[config.mk]
export PLATFORM = sky130hd
export DESIGN_NAME = muxbus_mem_slave
export DESIGN_NICKNAME = d
export VERILOG_FILES = /design/src/rtl/muxbus_pkg.sv /design/src/rtl/muxbus_sync.sv /design/src/rtl/muxbus_ale_latch.sv /design/src/rtl/muxbus_code_rom.sv /design/src/rtl/muxbus_data_ram.sv /design/src/rtl/muxbus_mem_slave.sv
export SDC_FILE = /design/constraint.sdc
export NUM_CORES = 2
export LEC_CHECK = 0
export ABC_AREA = 0
export BUFFER_PORTS_ARGS = -buffer_cell sky130_fd_sc_hd__clkbuf_2
export CORE_MARGIN = 2
export CORE_UTILIZATION = 35
export DETAILED_ROUTE_END_ITERATION = 8
export SLEW_MARGIN = 20
export SYNTH_ARGS = -nofsm -noshare
export SYNTH_HDL_FRONTEND = slang
export SYNTH_SLANG_ARGS = --single-unit
[constraint.sdc]
create_clock -name clk_i -period 8.4 [get_ports clk_i]
set_input_delay 1.26 -clock clk_i [delete_from_list [all_inputs] [get_ports clk_i]]
set_output_delay 1.26 -clock clk_i [all_outputs]
set_load 0.05 [all_outputs]
[src/rtl/muxbus_pkg.sv]
package muxbus_pkg;
  localparam int unsigned ADDR_W = 20;
  typedef logic [ADDR_W-1:0] baddr_t;

  // computed code pattern
  function automatic logic [7:0] rom_byte(input baddr_t a);
    logic [31:0] t;
    t = 32'(a) * 32'd37 + 32'd11;
    return t[7:0];
  endfunction
endpackage

[src/rtl/muxbus_sync.sv]
module muxbus_sync #(
  parameter int unsigned W       = 1,
  parameter int unsigned STAGES  = 2,
  parameter logic [W-1:0] RST_VAL = '0
) (
  input  logic         clk_i,
  input  logic         rst_ni,
  input  logic [W-1:0] d_i,
  output logic [W-1:0] q_o
);
  logic [W-1:0] stg_q [STAGES];

  always_ff @(posedge clk_i or negedge rst_ni) begin
    if (!rst_ni) begin
      for (int i = 0; i < STAGES; i++) stg_q[i] <= RST_VAL;
    end else begin
      stg_q[0] <= d_i;
      for (int i = 1; i < STAGES; i++) stg_q[i] <= stg_q[i-1];
    end
  end

  assign q_o = stg_q[STAGES-1];
endmodule

[src/rtl/muxbus_ale_latch.sv]
module muxbus_ale_latch #(
  parameter int unsigned W = 16
) (
  input  logic         clk_i,
  input  logic         rst_ni,
  input  logic         ale_i,
  input  logic [W-1:0] ad_i,
  output logic [W-1:0] lat_o
);
  logic [W-1:0] lat_q;

  always_ff @(posedge clk_i or negedge rst_ni) begin
    if (!rst_ni)    lat_q <= '0;
    else if (ale_i) lat_q <= ad_i;
  end

  // transparent while strobe high
  assign lat_o = ale_i ? ad_i : lat_q;

  p_hold_r2: assert property (@(posedge clk_i) disable iff (!rst_ni)
    !ale_i ##1 !ale_i |-> $stable(lat_o));
endmodule

[src/rtl/muxbus_code_rom.sv]
module muxbus_code_rom #(
  parameter int unsigned AW = 8
) (
  input  logic [AW-1:0] ra_i,
  output logic [15:0]   word_o,
  output logic [7:0]    byte_o
);
  import muxbus_pkg::*;

  logic [AW-1:0] ev_a, od_a;

  assign ev_a   = {ra_i[AW-1:1], 1'b0};
  assign od_a   = {ra_i[AW-1:1], 1'b1};
  assign word_o = {rom_byte(baddr_t'(od_a)), rom_byte(baddr_t'(ev_a))};
  assign byte_o = rom_byte(baddr_t'(ra_i));
endmodule

[src/rtl/muxbus_data_ram.sv]
module muxbus_data_ram #(
  parameter int unsigned AW = 6
) (
  input  logic          clk_i,
  input  logic          rst_ni,
  input  logic          we0_i,
  input  logic [AW-1:0] wa0_i,
  input  logic [7:0]    wd0_i,
  input  logic          we1_i,
  input  logic [AW-1:0] wa1_i,
  input  logic [7:0]    wd1_i,
  input  logic [AW-1:0] ra_i,
  output logic [15:0]   word_o,
  output logic [7:0]    byte_o
);
  localparam int unsigned DEPTH = 1 << AW;

  logic [7:0] mem_q [DEPTH];

  always_ff @(posedge clk_i or negedge rst_ni) begin
    if (!rst_ni) begin
      for (int i = 0; i < DEPTH; i++) mem_q[i] <= '0;
    end else begin
      if (we0_i) mem_q[wa0_i] <= wd0_i;
      if (we1_i) mem_q[wa1_i] <= wd1_i;
    end
  end

  assign word_o = {mem_q[{ra_i[AW-1:1], 1'b1}], mem_q[{ra_i[AW-1:1], 1'b0}]};
  assign byte_o = mem_q[ra_i];

  // lane mapping must never aim both ports at one byte
  p_lane_distinct_r11: assert property (@(posedge clk_i) disable iff (!rst_ni)
    (we0_i && we1_i) |-> (wa0_i != wa1_i));
endmodule

[src/rtl/muxbus_mem_slave.sv]
module muxbus_mem_slave #(
  parameter int unsigned CODE_AW     = 8,
  parameter int unsigned DATA_AW     = 6,
  parameter logic [19:0] CODE_BASE   = 20'h00000,
  parameter logic [19:0] DATA_BASE   = 20'h00400,
  parameter int unsigned SYNC_STAGES = 2
) (
  input  logic        clk_i,
  input  logic        rst_ni,
  input  logic        mode16_i,
  input  logic        ale_i,
  input  logic        psen_ni,
  input  logic        rd_ni,
  input  logic        wr_ni,
  input  logic        wrh_ni,
  input  logic        bhe_ni,
  input  logic [3:0]  addr_lo_i,
  input  logic [15:0] ad_i,
  output logic [15:0] ad_o,
  output logic [1:0]  ad_oe_o
);
  import muxbus_pkg::*;

  localparam int unsigned DLY_W = 16 + 4 + 1;

  // mode capture
  logic mode16_q, mode_done_q;
  always_ff @(posedge clk_i or negedge rst_ni) begin
    if (!rst_ni) begin
      mode16_q    <= 1'b0;
      mode_done_q <= 1'b0;
    end else if (!mode_done_q) begin
      mode16_q    <= mode16_i;
      mode_done_q <= 1'b1;
    end
  end

  // address latch
  logic [15:0] lat;
  muxbus_ale_latch #(.W(16)) u_lat (
    .clk_i (clk_i),
    .rst_ni(rst_ni),
    .ale_i (ale_i),
    .ad_i  (ad_i),
    .lat_o (lat)
  );

  // read path, combinational from low pins
  baddr_t rd_addr;
  logic   code_hit_r, data_hit_r, code_act, data_act, rd_act;
  assign rd_addr    = mode16_q ? {lat, addr_lo_i} : {8'h00, lat[7:0], addr_lo_i};
  assign code_hit_r = rd_addr[ADDR_W-1:CODE_AW] == CODE_BASE[ADDR_W-1:CODE_AW];
  assign data_hit_r = rd_addr[ADDR_W-1:DATA_AW] == DATA_BASE[ADDR_W-1:DATA_AW];
  assign code_act   = mode_done_q && !psen_ni && code_hit_r;
  assign data_act   = mode_done_q && psen_ni && !rd_ni && data_hit_r;
  assign rd_act     = code_act || data_act;

  logic [15:0] rom_word, ram_word;
  logic [7:0]  rom_byte_v, ram_byte;

  muxbus_code_rom #(.AW(CODE_AW)) u_rom (
    .ra_i  (rd_addr[CODE_AW-1:0]),
    .word_o(rom_word),
    .byte_o(rom_byte_v)
  );

  // write path: strobes and pin sample delayed by the same depth
  logic [1:0] stb_s;
  logic [1:0] stb_prev_q;
  muxbus_sync #(.W(2), .STAGES(SYNC_STAGES), .RST_VAL(2'b11)) u_stb_sync (
    .clk_i (clk_i),
    .rst_ni(rst_ni),
    .d_i   ({wrh_ni, wr_ni}),
    .q_o   (stb_s)
  );

  logic [DLY_W-1:0] dly;
  muxbus_sync #(.W(DLY_W), .STAGES(SYNC_STAGES), .RST_VAL('0)) u_pin_dly (
    .clk_i (clk_i),
    .rst_ni(rst_ni),
    .d_i   ({ad_i, addr_lo_i, bhe_ni}),
    .q_o   (dly)
  );

  always_ff @(posedge clk_i or negedge rst_ni) begin
    if (!rst_ni) stb_prev_q <= 2'b11;
    else         stb_prev_q <= stb_s;
  end

  logic        wr_rise, wrh_rise, bhe_d;
  logic [15:0] ad_d;
  logic [3:0]  lo_d;
  baddr_t      wr_addr;
  logic        data_hit_w;
  assign wr_rise    = stb_s[0] && !stb_prev_q[0];
  assign wrh_rise   = stb_s[1] && !stb_prev_q[1];
  assign {ad_d, lo_d, bhe_d} = dly;
  assign wr_addr    = mode16_q ? {lat, lo_d} : {8'h00, lat[7:0], lo_d};
  assign data_hit_w = mode_done_q &&
                      (wr_addr[ADDR_W-1:DATA_AW] == DATA_BASE[ADDR_W-1:DATA_AW]);

  logic               we0, we1;
  logic [DATA_AW-1:0] wa0, wa1;
  logic [7:0]         wd0, wd1;
  always_comb begin
    wd0 = ad_d[7:0];
    wd1 = ad_d[15:8];
    if (mode16_q) begin
      we0 = wr_rise && data_hit_w && !wr_addr[0];
      wa0 = {wr_addr[DATA_AW-1:1], 1'b0};
      we1 = (wrh_rise || (wr_rise && !bhe_d)) && data_hit_w;
      wa1 = {wr_addr[DATA_AW-1:1], 1'b1};
    end else begin
      we0 = wr_rise && data_hit_w;
      wa0 = wr_addr[DATA_AW-1:0];
      we1 = 1'b0;
      wa1 = '0;
    end
  end

  muxbus_data_ram #(.AW(DATA_AW)) u_ram (
    .clk_i (clk_i),
    .rst_ni(rst_ni),
    .we0_i (we0),
    .wa0_i (wa0),
    .wd0_i (wd0),
    .we1_i (we1),
    .wa1_i (wa1),
    .wd1_i (wd1),
    .ra_i  (rd_addr[DATA_AW-1:0]),
    .word_o(ram_word),
    .byte_o(ram_byte)
  );

  // pin drive
  always_comb begin
    ad_o    = '0;
    ad_oe_o = 2'b00;
    if (rd_act) begin
      if (mode16_q) begin
        ad_o    = code_act ? rom_word : ram_word;
        ad_oe_o = 2'b11;
      end else begin
        ad_o    = {8'h00, code_act ? rom_byte_v : ram_byte};
        ad_oe_o = 2'b01;
      end
    end
  end

  p_oe_strobe_r6: assert property (@(posedge clk_i) disable iff (!rst_ni)
    (ad_oe_o != 2'b00) |-> (!psen_ni || !rd_ni));
  p_lane_hi_r7: assert property (@(posedge clk_i) disable iff (!rst_ni)
    !mode16_q |-> !ad_oe_o[1]);
  p_mode_fixed_r12: assert property (@(posedge clk_i) disable iff (!rst_ni)
    mode_done_q |=> $stable(mode16_q));
  p_wr_pulse_r9: assert property (@(posedge clk_i) disable iff (!rst_ni)
    wr_rise |=> !wr_rise);
endmodule

Word-level counts from Yosys, hierarchy flattened
Cells that the tools add are included.
Widths: inputs -> output; s select.
{"block": "totals", "ff_bits": 578, "output_inout_bits": 18, "latch_bits": 0, "mem_bits_rw": 0, "inputBits": 29, "mem_count": 0, "romBits": 0, "elab_cells": 145}
{"block": "classes", "n_eq_ne": 2, "add_sub_neg": 3, "magnitude_cmp": 7, "div_mod_pow": 0, "mul": 3, "reduce_logical": 23, "n_bitwise": 5, "mux": 30, "shifts": 0}
{"op": "$bwmux 512", "n": 2}
{"op": "$mux 512", "n": 2}
{"op": "$bmux 8 s6", "n": 3}
{"op": "$demux 8 s6", "n": 2}
{"op": "$mux 8", "n": 9}
{"op": "$mux 16", "n": 4}
{"op": "$mux 20", "n": 2}
{"op": "$ge 7x7->1 const B", "n": 5}
{"op": "$not 6->7", "n": 5}
{"op": "$eq 14x5->1 const B", "n": 2}
{"op": "$add 8x4->8 const B", "n": 3}
{"op": "$mul 8x6->8 const B", "n": 2}
{"op": "$logic_and 1x1->1", "n": 14}
{"op": "$lt 7x1->1 const B", "n": 2}
{"op": "$logic_not 12->1", "n": 1}
{"op": "$mul 7x6->7 const B", "n": 1}
{"op": "$logic_not 1->1", "n": 6}
{"op": "$mux 6", "n": 1}
{"op": "$mux 2", "n": 2}
{"op": "$mux 1", "n": 3}
{"op": "$logic_or 1x1->1", "n": 2}

Logic depth before layout (Yosys ltp)
{"block": "logic_depth", "word_depth": 12, "mapped_depth": 21, "depth_no_buf": 16}

Cells and area by module
Synthesis repeated with hierarchy kept, for this count alone.
{"block": "hier_totals", "cells_unflattened": 3257, "hier_area_um2": 34241.6}
{"mod": "muxbus_data_ram", "n_inst": 1, "cells_each": 2934, "area_per_inst_um2": 30427.9, "seq_area_each_um2": 12812.3}
{"mod": "muxbus_sync at u_pin_dly", "n_inst": 1, "cells_each": 63, "area_per_inst_um2": 1208.7, "seq_area_each_um2": 1051.0}
{"mod": "muxbus_code_rom", "n_inst": 1, "cells_each": 104, "area_per_inst_um2": 988.4, "seq_area_each_um2": 0.0}
{"mod": "muxbus_mem_slave", "n_inst": 1, "cells_each": 116, "area_per_inst_um2": 847.1, "seq_area_each_um2": 102.6}
{"mod": "muxbus_ale_latch", "n_inst": 1, "cells_each": 34, "area_per_inst_um2": 649.4, "seq_area_each_um2": 400.4}
{"mod": "muxbus_sync at u_stb_sync", "n_inst": 1, "cells_each": 6, "area_per_inst_um2": 120.1, "seq_area_each_um2": 105.1}

Least setup slack after synthesis
Ideal clock, no wire load.
{"block": "synth_path", "kind": "input-to-output", "startpoint": "in ale_i", "endpoint": "out ad_o[7]", "n_path_buf": 5, "stages": 21, "arrival_time_ns": 6.482, "required_ns": 7.140, "setup_slack_ns": 0.658, "cell_sequence": "clkbuf_1 buf_2 mux2i_1 inv_1 buf_2 buf_2 clkbuf_1 ha_1 ha_1 inv_1 fa_1 inv_1 ha_1 ha_1 o21a_1 nor2_1 a21oi_1 xnor2_1 mux2i_1 xnor2_1 a211oi_1"}
{"block": "synth_between", "elab_chain_cells": 9, "word_cells_on_any_way": 23, "classes_between": "2 x add/sub; 2 x mul; 1 x eq/ne; 12 x mux; 2 x bitwise; 4 x reduce/logical"}
{"item": "start, declared", "line_no": "muxbus_mem_slave.sv:11", "source": "input logic ale_i,"}
{"item": "$mux 16 *"}
{"item": "named net lat[1]", "line_no": "muxbus_mem_slave.sv:39", "source": "logic [15:0] lat;"}
{"item": "$mux 20 *", "line_no": "muxbus_mem_slave.sv:51", "source": "assign rd_addr = mode16_q ? {lat, addr_lo_i} : {8'h00, lat[7:0], addr_lo_i};"}
{"item": "branches (longest 5 deep; another with $mul 8x6->8)"}
{"item": "$mux 16 *", "line_no": "muxbus_mem_slave.sv:140", "source": "if (mode16_q) begin"}
{"item": "$mux 16 *", "line_no": "muxbus_mem_slave.sv:139", "source": "if (rd_act) begin"}
{"item": "end, declared", "line_no": "muxbus_mem_slave.sv:19", "source": "output logic [15:0] ad_o,"}
Mark *: on every way through the listed nets, which the timed path passes. The select of a mux whose other input is x is not followed.

Worst setup path after layout
{"block": "layout_path", "startpoint": "in ale_i", "endpoint": "out ad_o[7]"}
{"block": "layout_between", "elab_chain_cells": 9, "word_cells_on_any_way": 23, "classes_between": "2 x add/sub; 2 x mul; 1 x eq/ne; 12 x mux; 2 x bitwise; 4 x reduce/logical"}
{"item": "$mux 16 *"}
{"item": "$mux 20 *", "line_no": "muxbus_mem_slave.sv:51"}
{"item": "branches (longest 6 deep; another with $mul 8x6->8)"}
{"item": "$mux 16 *", "line_no": "muxbus_mem_slave.sv:139"}
Mark *: on every way between the ends. The select of a mux whose other input is x is not followed.

==> reports/metrics.yaml <==
status: "completed"
ys_seq_area_share_pct: 43.9
period_share_pct: 80.1
path_buf_inv: 6
yosysWarningCount: 0
die_x_um: 311
cp.arrival_ns: 5.47
reg2reg_to: "u_ram.mem_q[113]"
vias_per_cell: 6.03
rsz0062_at_grt: "no"
dp_hpwl_um: 76500
grt-ovfl-total: 0
hp-start: "u_pin_dly.stg_q[36]"
drv_slew: 0
crit_type: "input port to output port"
start_kind: "input port"
rrSetupSlack_ns: 4.34
dr.pass1.iters: 8
r2r_start: "u_lat.lat_q[1]"
yosys-top-cells-area: "dfrtp_1 (43%), mux4_2 (18%), mux2i_1 (9.0%)"
maxCapViolations: 0
first_global_vias: 23100
cpMaxStageDelayCell: "fa_1"
finalInstanceArea_sq_um: 36700
globalRouteTotalUtil_pct: 23.8
setup_tns_ns: 0
synth_area_per_cell_sq_um: 12.3
relSlewSlack_pct: 21.0
dpl_worst_slack_ns: 1.72
wl_um: 115000
drt-wirelength-per-cell_um: 29.3
clockRootBuffer: "clkbuf_16"
nets: 2702
cts_hold_buffers: 0
min_path_cells: 0
synth_area_leader_cell: "dfrtp_1"
drt_iter0_markers: 2893
cts_buffer_depth: 3
netlist_instances: 2673
synthFlopType: "dfrtp_1"
fin_crit_ns: 6.73
cp-startpoint: "ale_i"
h-tree-depth: 3
multi_input_area_sq_um: 17500
hp-class: "flop to flop"
gp_congestion: 1.02
area_growth_pct: 11.3
start_util_pct: 35.3
seqCellArea_sq_um: 14500
worstRegToRegCells: 9
fin_ws_ns: 1.67
synth_seq_cells: 578
setup_viol_count_final: 0
async_reset_ff_share_pct: 100
synth_nets: 2742
synth.distinct_cells: 75
fmax_mhz: 149
grt_max_degree: 146
dieArea_sq_um: 96600
clkTransAtPathRegs_ns: 0.06
slowest_delay_ns: 0.52
irDropWorstVdd_mv: 0.116
drc: 0
clock_skew_ns: 0.0263
n_fill_cell: 8917
synthTopCellsByCount: "dfrtp_1 (572), mux2i_1 (297), nor2_1 (280)"
synth_top_area_share_pct: 43.4
io_pins: 47
cts_setup_buffers: 0
pwr_density_cell_nw_per_um2: 175
rows: 112
cts_tree: "done"
cts_made_buffers: 66
cts_resized: 0
hold_path_end: "u_pin_dly.q_o[15]"
antenna_found_initial: 2
clock_latency_ns: 0.63
p_leak_uw: 0.0165
timing_hold_violations_final: 0
cp_top_family: "adder cells"
cp_cell_sequence: "clkbuf_2, mux2i_2, buf_4, inv_2, ha_1, ha_1, inv_1, fa_1, inv_1, ha_1, ha_1, o21a_1, nor2_1, a21oi_1, xnor2_1, mux2i_1, xnor2_1, a211oi_1, clkbuf_2"
num_vias: 23700
fin_cells: 3940
synth-edff-count: 0
yosysMostFrequentCell: "dfrtp_1"
path_max_fanout: 19
numClockSinks: 578
dieHeight_um: 311
worst_path_most_repeated_cell: "ha_1"
tightest_slew_ns: 1.18
ant_nets: 0
synth_area_sq_um: 32900
grt_first_pass_wirelength_um: 169000
required_ns: 7.14
dp_cells: 3819
coreArea_sq_um: 93300
portBuffers: 46
worst_setup_path_end_kind: "output port"
placed_area_sq_um: 34500
drive_above_1_share_pct: 29.6
[layout by cell type, fill, tap and decap left out, types with 41 or more instances in the layout]
| cell | instances |
|---|---|
| dfrtp_1 | 564 |
| mux2i_1 | 295 |
| nor2_1 | 277 |
| mux4_2 | 261 |
| mux2_2 | 254 |
| a21oi_1 | 235 |
| nand2_1 | 171 |
| clkbuf_16 | 68 |
| buf_4 | 60 |
| o21ai_0 | 46 |
| clkbuf_2 | 41 |
[through the flow]
| step | power (uW) | hold slack (ns) | util, % |
|---|---|---|---|
| 2_1_floorplan | 3250 | 0.331 | - |
| 3_3_place_gp | 3500 | 0.331 | 36.9 |
| 3_5_place_dp | 3500 | 0.335 | 36.9 |
| 4_1_cts | 6450 | 0.346 | 39.3 |
| 5_1_grt | 6610 | 0.347 | 39.3 |
| 6_report | 6420 | 0.341 | 39.3 |
[layout make-up]
cell class	instances	area share, %
antenna	1	0.00682
clock buffer	101	5.31
clock inverter	19	0.659
inverter	25	0.256
multi-input combinational	1853	47.8
sequential	578	39.5
tap	1254	4.28
timing repair buffer	109	2.16
[where the power goes]
group | switching (uW) | total, uW | internal (uW) | leakage, uW
Sequential | 14.5 | 2820 | 2810 | 0.00791
Clock | 1230 | 2960 | 1730 | 0.00107
Combinational | 438 | 632 | 194 | 0.00752
[worst max path at each step]
stage / end / slack [ns] / depth (start not counted)
after floorplan: ad_o[7] / 0.66 / 21
after global placement: ad_o[7] / 1.73 / 19
after detailed placement: ad_o[7] / 1.72 / 19
after CTS: ad_o[7] / 1.71 / 19
after global routing: ad_o[7] / 1.46 / 19
final: ad_o[7] / 1.67 / 19
[flip-flops by register name, summed over array words and instances (netlist names)]
register / flops
u_lat.lat_q: 16
u_stb_sync.stg_q: 2
u_pin_dly.q_o: 21
u_pin_dly.stg_q: 21
stb_prev_q: 2
u_ram.mem_q: 512
mode_done_q: 1
mode16_q: 1
u_stb_sync.q_o: 2
[routing by layer]
metal | track usage (%) | wire length, um | up-vias
met5 | 0 | 13 | -
met4 | 12.4 | 6580 | 2
met3 | 5.55 | 11300 | 290
met2 | 35.4 | 51300 | 1264
met1 | 32.2 | 46200 | 12300
li1 | - | - | 9885
[cell families (layout without fill, tap and decap cells)]
kind of cell             after synthesis  after routing  synth area share (%)
other                                  1              2                0.0114
XOR/XNOR                              24             24                 0.680
flip-flops                           578            578                  43.9
adder cells (fa/ha/maj)               40             40                  1.61
AO/OA/AOI/OAI                        384            384                  6.71
buffers and inverters                242            254                  2.89
AND/OR/NAND/NOR                      577            577                  8.11
multiplexers                         827            827                  36.1
No activity file was read; power rests on OpenSTA's default activity.
